--- config.mk ---
export PLATFORM = sky130hd
export DESIGN_NAME = nr_sqrt
export DESIGN_NICKNAME = d
export VERILOG_FILES = /design/src/rtl/nr_sqrt.sv
export SDC_FILE = /design/constraint.sdc
export NUM_CORES = 2
export LEC_CHECK = 0
export BUFFER_PORTS_ARGS = -buffer_cell sky130_fd_sc_hd__buf_2
export CORE_MARGIN = 5
export CORE_UTILIZATION = 65
export CTS_CLUSTER_SIZE = 40
export DETAILED_ROUTE_END_ITERATION = 6
export PLACE_DENSITY_LB_ADDON = 0.25
export SLEW_MARGIN = 20
export SYNTH_ARGS = -nofsm -noshare
export SYNTH_HDL_FRONTEND = slang
export SYNTH_SLANG_ARGS = --single-unit
--- constraint.sdc ---
create_clock -name clk -period 30.5 [get_ports clk]
set_input_delay 1.525 -clock clk [delete_from_list [all_inputs] [get_ports clk]]
set_output_delay 1.525 -clock clk [all_outputs]
set_load 0.01 [all_outputs]
--- src/rtl/nr_sqrt.sv ---
module nr_sqrt #(
  parameter int DW        = 32,
  parameter int ITERS     = 3,
  parameter int GUARD     = 8,
  parameter int SEED_BITS = 5
) (
  input  logic          clk,
  input  logic          rst_n,
  input  logic          start,
  input  logic [DW-1:0] radicand,
  output logic [DW-1:0] root,
  output logic [DW-1:0] recip,
  output logic          done
);
  localparam int IW   = DW + GUARD;
  localparam int IF   = IW - 2;
  localparam int KW   = $clog2(DW/2);
  localparam int LAST = 3 * ITERS;
  localparam int PW   = $clog2(LAST + 1);
  localparam int RSH  = IF - DW/2;
  localparam logic [IW-1:0] THREE = IW'(3) << IF;

  function automatic logic [9:0] seed_of(input int idx);
    logic [9:0] r;
    r = '0;
    for (int s = 0; s < 1024; s++)
      if (longint'(s) * s * (2 * idx + 1) <= (longint'(1) << (15 + SEED_BITS)))
        r = 10'(s);
    return r;
  endfunction

  logic [9:0] seed_tab [2**SEED_BITS];
  for (genvar g = 0; g < 2**SEED_BITS; g++) begin : g_seed
    assign seed_tab[g] = seed_of(g);
  end

  logic          active, zero_q;
  logic [KW-1:0] k_q, k_in;
  logic [IW-1:0] m_q, p_q, t_q;
  logic [1:0]    sel;
  logic [PW-1:0] ph;
  logic [DW-1:0] m_in;
  logic [9:0]    seed_in;
  logic [IW-1:0] opa, opb, prodq;

  always_comb begin
    k_in = '0;
    for (int i = 0; i < DW/2; i++)
      if (radicand[2*i +: 2] != 2'b00) k_in = KW'(DW/2 - 1 - i);
  end

  assign m_in    = radicand << (2 * k_in);
  assign seed_in = seed_tab[m_in[DW-1 -: SEED_BITS]];

  always_comb begin
    opa = p_q;
    opb = p_q;
    if (ph == PW'(LAST)) begin
      opa = m_q;
    end else begin
      case (sel)
        2'd0:    opb = p_q;
        2'd1:    begin opa = m_q; opb = t_q; end
        default: opb = THREE - t_q;
      endcase
    end
  end

  assign prodq = IW'(((2*IW)'(opa) * (2*IW)'(opb)) >> IF);

  always_ff @(posedge clk or negedge rst_n) begin
    if (!rst_n) begin
      active <= 1'b0;
      zero_q <= 1'b0;
      k_q    <= '0;
      m_q    <= '0;
      p_q    <= '0;
      t_q    <= '0;
      sel    <= '0;
      ph     <= '0;
      root   <= '0;
      recip  <= '0;
      done   <= 1'b0;
    end else begin
      done <= 1'b0;
      if (!active) begin
        if (start) begin
          active <= 1'b1;
          zero_q <= (radicand == '0);
          k_q    <= k_in;
          m_q    <= {m_in, {GUARD{1'b0}}};
          p_q    <= IW'(seed_in) << (IF - 8);
          sel    <= '0;
          ph     <= '0;
        end
      end else if (ph == PW'(LAST)) begin
        active <= 1'b0;
        done   <= 1'b1;
        root   <= zero_q ? '0 : DW'(prodq >> (GUARD + int'(k_q)));
        recip  <= zero_q ? '1 : DW'(p_q >> (RSH - int'(k_q)));
      end else begin
        ph  <= ph + 1'b1;
        sel <= (sel == 2'd2) ? 2'd0 : sel + 2'd1;
        if (sel == 2'd2) p_q <= prodq >> 1;
        else             t_q <= prodq;
      end
    end
  end
endmodule

After elaboration in Yosys (flattened, before gate mapping)
Memories as Yosys holds them, arrays and structs flattened.
Index checks and enable logic that the tools add are counted.
{"block": "totals", "mem_count": 1, "elab_cells": 95, "regBits": 189, "output_inout_bits": 65, "mem_bits_ro": 320}
{"name": "(no name shown)", "depth": 32, "word_bits": 10, "read_ports": 1, "rd_ports_with_merged_regs": 0, "write_ports": 0, "line": "53", "text": "assign seed_in = seed_tab[m_in[DW-1 -: SEED_BITS]];"}
{"block": "op_classes", "eq_ne": 5, "multipliers": 1, "magnitude_cmp": 1, "n_shift": 3, "n_reduce_logical": 24, "bitwise": 4, "mux": 40, "n_addsub": 5}
{"cell": "two-way mux 40 bit", "count": 7}
{"cell": "one-hot mux 40 bit (2 select lines)", "count": 1}
{"cell": "multiplier 40 x 40 -> 78 bit", "count": 1}
{"cell": "two-way mux 4 bit", "count": 19}
{"cell": "two-way mux 32 bit", "count": 2}
{"cell": "right shift 40 x 32 -> 32 bit", "count": 1}
{"cell": "right shift 40 x 5 -> 32 bit", "count": 1}
{"cell": "subtractor 40 bit, first input constant", "count": 1}
{"cell": "nonzero test 2 bit", "count": 17}
{"cell": "zero test 32 bit", "count": 1}
{"cell": "left shift 32 x 5 -> 32 bit", "count": 1}
{"cell": "two-way mux 10 bit", "count": 2}
{"cell": "two-way mux 2 bit", "count": 4}
{"cell": ">= comparator 6 bit, second input constant", "count": 1}
{"cell": "inverter 5 -> 6 bit", "count": 1}
{"cell": "AND reduction 2 bit", "count": 3}
{"cell": "AND reduction 3 bit", "count": 2}
{"cell": "subtractor 5 x 4 -> 6 bit, first input constant", "count": 1}
{"cell": "adder 4 x 4 -> 5 bit, first input constant", "count": 1}
{"cell": "two-way mux 1 bit", "count": 5}
{"cell": "adder 4 x 1 -> 4 bit, second input constant", "count": 1}
{"cell": "== test 4 bit, second input constant", "count": 1}
{"cell": "inverter 1 bit", "count": 3}
{"cell": "adder 2 x 1 -> 2 bit, second input constant", "count": 1}
{"cell": "other kinds (5)", "count": 5}

Longest topological paths before layout
{"block": "logic_depth", "depth_word": 24, "depth_mapped": 41, "ltp_nobuf": 39}

Worst setup path after synthesis
Ideal clock, no wire load.
{"block": "synth_path", "path_type": "register -> register", "from": "reg t_q[7]", "to": "reg root[19]", "required_time_ns": 30.413, "setup_slack_ns": 19.943, "stages_incl_launch_ff": 38, "t_arrival_ns": 10.470, "n_path_buf": 2, "setup_time_ns": 0.087, "period_less_slack_ns": 10.557, "path_cell_list": "dfrtp_1 > or4_4 > or3_4 > or4_1 > nor4b_2 > nand2_1 > nor4b_1 > a21oi_1 > o21ai_1 > nand2_1 > o21ai_2 > buf_2 > nor2_1 > fa_1 > inv_1 > fa_1 > fa_1 > inv_1 > (+2 left out) > fa_1 > fa_1 > inv_1 > fa_1 > inv_1 > ha_1 > clkbuf_1 > nand4_1 > nor4_1 > nand3_1 > a31oi_1 > a311oi_1 > o211ai_1 > a31oi_1 > xor2_1 > o2111a_1 > or4_1 > o211ai_1"}
{"block": "synth_via", "elab_chain_cells": 6}
{"element": "start, declared", "line": "39", "text": "logic [IW-1:0] m_q, p_q, t_q;"}
{"element": "start signal, assigned", "line": "105", "text": "else t_q <= prodq;"}
{"element": "subtractor 40 bit", "line": "64", "text": "default: opb = THREE - t_q;"}
{"element": "one-hot mux 40 bit (2 select lines) *", "line": "61", "text": "case (sel)"}
{"element": "two-way mux 40 bit *", "line": "58", "text": "if (ph == PW'(LAST)) begin"}
{"element": "multiplier 40 x 40 -> 78 bit *", "line": "69", "text": "assign prodq = IW'(((2*IW)'(opa) * (2*IW)'(opb)) >> IF);"}
{"element": "right shift 40 x 5 -> 32 bit *", "line": "99", "text": "root <= zero_q ? '0 : DW'(prodq >> (GUARD + int'(k_q)));"}
{"element": "two-way mux 32 bit *", "line": "99"}
{"element": "end signal, assigned", "line": "99"}
{"element": "end, declared", "line": "11", "text": "output logic [DW-1:0] root,"}
Every way passes the cells marked *; elsewhere a longest branch is shown, timed or not.
A chain may end at the register's enable or synchronous reset.

Worst setup path in the final report
{"block": "layout_path", "from": "reg t_q[7]", "to": "reg root[14]"}
The elaborated chain is that of the path after synthesis.

==> summary.md <==
| Metric | Value |
|---|---|
| CP Launch Type | `flip-flop` |
| Avg Inst Size Synth | `8.52 µm²` |
| Share of layout cells above drive strength 1 | `6.18%` |
| Post-Syn Nets | `9171` |
| Die W | `321 µm` |
| Synth warn | `0` |
| Library cells used by synthesis | `92` |
| Clock buffer depth | `2` |
| Mapped Cells | `7378` |
| Fill cell count | `7867` |
| Num CTS Buffers | `17` |
| Worst Setup End Kind | `flip-flop` |
| Status | `finished with violations` |
| RSZ-0062 raised after global routing | `false` |
| Die Ht | `321 µm` |
| Pins Over Slew Limit | `0` |
| First-pass GRT wire length | `340000 µm` |
| Relative max-transition margin | `11.4%` |
| Worst hold path type | `flip-flop to flip-flop` |
| WL/cell | `25.9 µm` |
| CTS root buf | `clkbuf_16` |
| Starting Density | `65.2%` |
| DRC errors left | `2` |
| Final setup violation count | `0` |
| Tot GR Track Use | `43.6%` |
| Post-synth EDFFs | `0` |
| CTS HTree Levels | `4` |
| Fin nets | `8994` |
| Worst-margin pin slew | `1.30 ns` |
| IO Port Bufs | `99` |
| Final hold viol count | `0` |
| Router iterations before antenna repair | `7` |
| Initial antenna violation count | `6` |
| Sequential area share after synthesis | `7.52%` |
| CTS sink cnt | `189` |
| Initial drt markers | `5885` |
| Seq cells post-synth | `189` |
| Clk_lat worst skew | `0.47 ns` |
| Post-CTS repair timing setup buffer count | `0` |
| Largest net degree at the start of global routing | `112` |
| Vias per cell | `6.30` |
| Final Cycle Share | `43.6%` |
| Most used cell, CP | `fa_1` |
| Core area | `96400 µm²` |
| Final GP Congestion | `1.09` |
| Fmax | `75.2 MHz` |
| CP Max Fanout | `14` |
| Area Overhead vs Synth | `4.17%` |
| Vias in the first global route | `56300` |
| Hold WS | `0.501 ns` |
| Max incr delay on CP | `0.94 ns` |
| CTS tree | `done` |
| TNS Setup | `0 ns` |
| Vias | `53500` |
| DIE AREA | `103000 µm²` |
| Clock Pin Slew Worst Setup and Hold Paths | `0.08 ns` |
| Post_cts resized | `0` |
| Final min period | `13.29 ns` |
| I/O pins | `100` |
| Grt total ovfl | `0` |
| Most used DFF post-synth | `dfrtp_1` |
| Worst path slowest cell | `a311oi_1` |
| Critical path type | `flip-flop to flip-flop` |
| Crit path DAT | `13.67 ns` |
| Failing checks | `DRC` |
| CP required | `30.88 ns` |
| Post-DP HPWL | `167000 µm` |
| Routed Wire Length | `220000 µm` |
| Fin Clk Skew | `0.0188 ns` |
| Async set-reset flop share out of synthesis | `100%` |
| Antenna Violating Nets Remaining | `0` |
| MaxCap Viol Count | `0` |
| Site row count | `114` |
| Synthesized cell area | `62900 µm²` |
| CTS hold repair buffers | `0` |
layout by cell type (no fill, tap or decap), types with 18 or more instances in the layout:
cell type and n:
xnor2_1 44, nand4_1 33, o21ai_0 159, nor2_1 584, fa_1 1440, dfrtp_1 188
a31oi_1 31, mux4_2 41, a211oi_1 27, inv_1 1440, mux2_2 29, a22o_1 24
o211ai_1 29, o21a_1 18, nand3_1 62, buf_4 147, o31ai_1 18, mux2i_1 86
and2_1 68, or3_1 21, a21oi_1 182, nand2_1 1577, nor4_1 23, ha_1 317
nor3_1 31, buf_2 98, o21ai_1 51, xor2_1 29, a21o_1 28, and3_1 42
kinds of logic (layout without fill, tap and decap cells):
family / count (synthesis) / count (layout) / synth area share [%]
flip-flops: 189 / 189 / 7.52
multiplexers: 176 / 176 / 3.69
adder cells (fa/ha/maj): 1758 / 1758 / 52.2
other: 0 / 5 / 0
AND/OR/NAND/NOR: 2517 / 2517 / 16.3
AO/OA/AOI/OAI: 775 / 775 / 7.96
buffers and inverters: 1887 / 1723 / 11.3
XOR/XNOR: 76 / 76 / 1.06
registers in the layout (all words and copies together), names as in the netlist:
name,flops
active,1
done,1
k_q,4
m_q,32
p_q,40
ph,4
recip,32
root,32
sel,2
t_q,40
zero_q,1
cell type report:
type | count | area [µm²] | share of cell area (%)
Clock inverter | 15 | 175 | 0.267
Sequential cell | 189 | 4730 | 7.22
Timing Repair Buffer | 247 | 1620 | 2.47
Antenna cell | 5 | 12.5 | 0.0191
Multi-Input combinational cell | 5302 | 51500 | 78.7
Inverter | 1444 | 5420 | 8.27
Tap cell | 1276 | 1600 | 2.44
Clock buffer | 17 | 425 | 0.649
path summary, 6_finish.rpt:
check                          start   endpoint  slack [ns]  depth (start not counted)
max reg2reg                   t_q[7]   root[14]       17.21                         34
min reg2reg                recip[18]  recip[18]        0.50                          1
min in group asynchronous      rst_n   root[31]        1.16                          1
max in group asynchronous      rst_n     k_q[0]       27.92                          2
max                           t_q[7]   root[14]       17.21                         34
min                        recip[18]  recip[18]        0.50                          1
cells in the mapped netlist (15+ instances only):
library cell / count / area [µm²]
xor2_1: 30 / 263
ha_1: 318 / 3980
nand4_1: 33 / 206
buf_1: 29 / 109
mux2i_1: 103 / 1030
fa_1: 1440 / 28800
mux4_2: 41 / 923
nor2_1: 588 / 2210
and3_1: 42 / 263
a22o_1: 24 / 210
nand3_1: 62 / 310
a31oi_1: 31 / 194
nand2_1: 1581 / 5930
dfrtp_1: 189 / 4730
or3_1: 21 / 131
nor3_1: 31 / 155
o22ai_1: 15 / 93.8
a21o_1: 28 / 210
mux2_2: 29 / 327
nor4_1: 23 / 144
a211oi_1: 28 / 210
o21a_1: 22 / 165
a21oi_1: 195 / 976
o21ai_0: 161 / 806
inv_1: 1440 / 5410
and2_1: 68 / 425
o211ai_1: 29 / 218
clkbuf_1: 404 / 1520
o21bai_1: 15 / 113
xnor2_1: 46 / 403
o21ai_1: 66 / 330
o31ai_1: 18 / 135
nand2b_1: 16 / 100
critical path, delay by kind of cell, from the launching register on:
family	cells	cell delay [ns]
simple gates	14	4.21
buf+inv	3	0.20
fa+ha+maj	9	4.30
flops	1	0.43
compound gates	8	4.02
stage by stage:
| stage | setup slack, ns | area, µm² | std cells | util, % |
|---|---|---|---|---|
| global route | 16.80 | 65500 | 8491 | 67.9 |
| CTS | 17.74 | 65500 | 8490 | 67.9 |
| floorplan | 19.94 | 62900 | 7378 | - |
| detailed placement | 17.78 | 64900 | 8458 | 67.3 |
| global placement | 17.93 | 64900 | 8458 | 67.3 |
| finish | 17.21 | 65500 | 8495 | 67.9 |
per-layer routing:
layer	wire, µm	vias up	global-route usage [%]	share of wire [%]
li1	-	22100	-	-
met1	78400	26900	57.3	36
met2	95800	3660	65.4	44
met3	29000	870	12.9	13
met4	16900	2	25.3	7.7
met5	21	-	0	0.0095
Power is not shown: default switching activity piles up to over one toggle a cycle in this logic, so the estimate is an artifact.
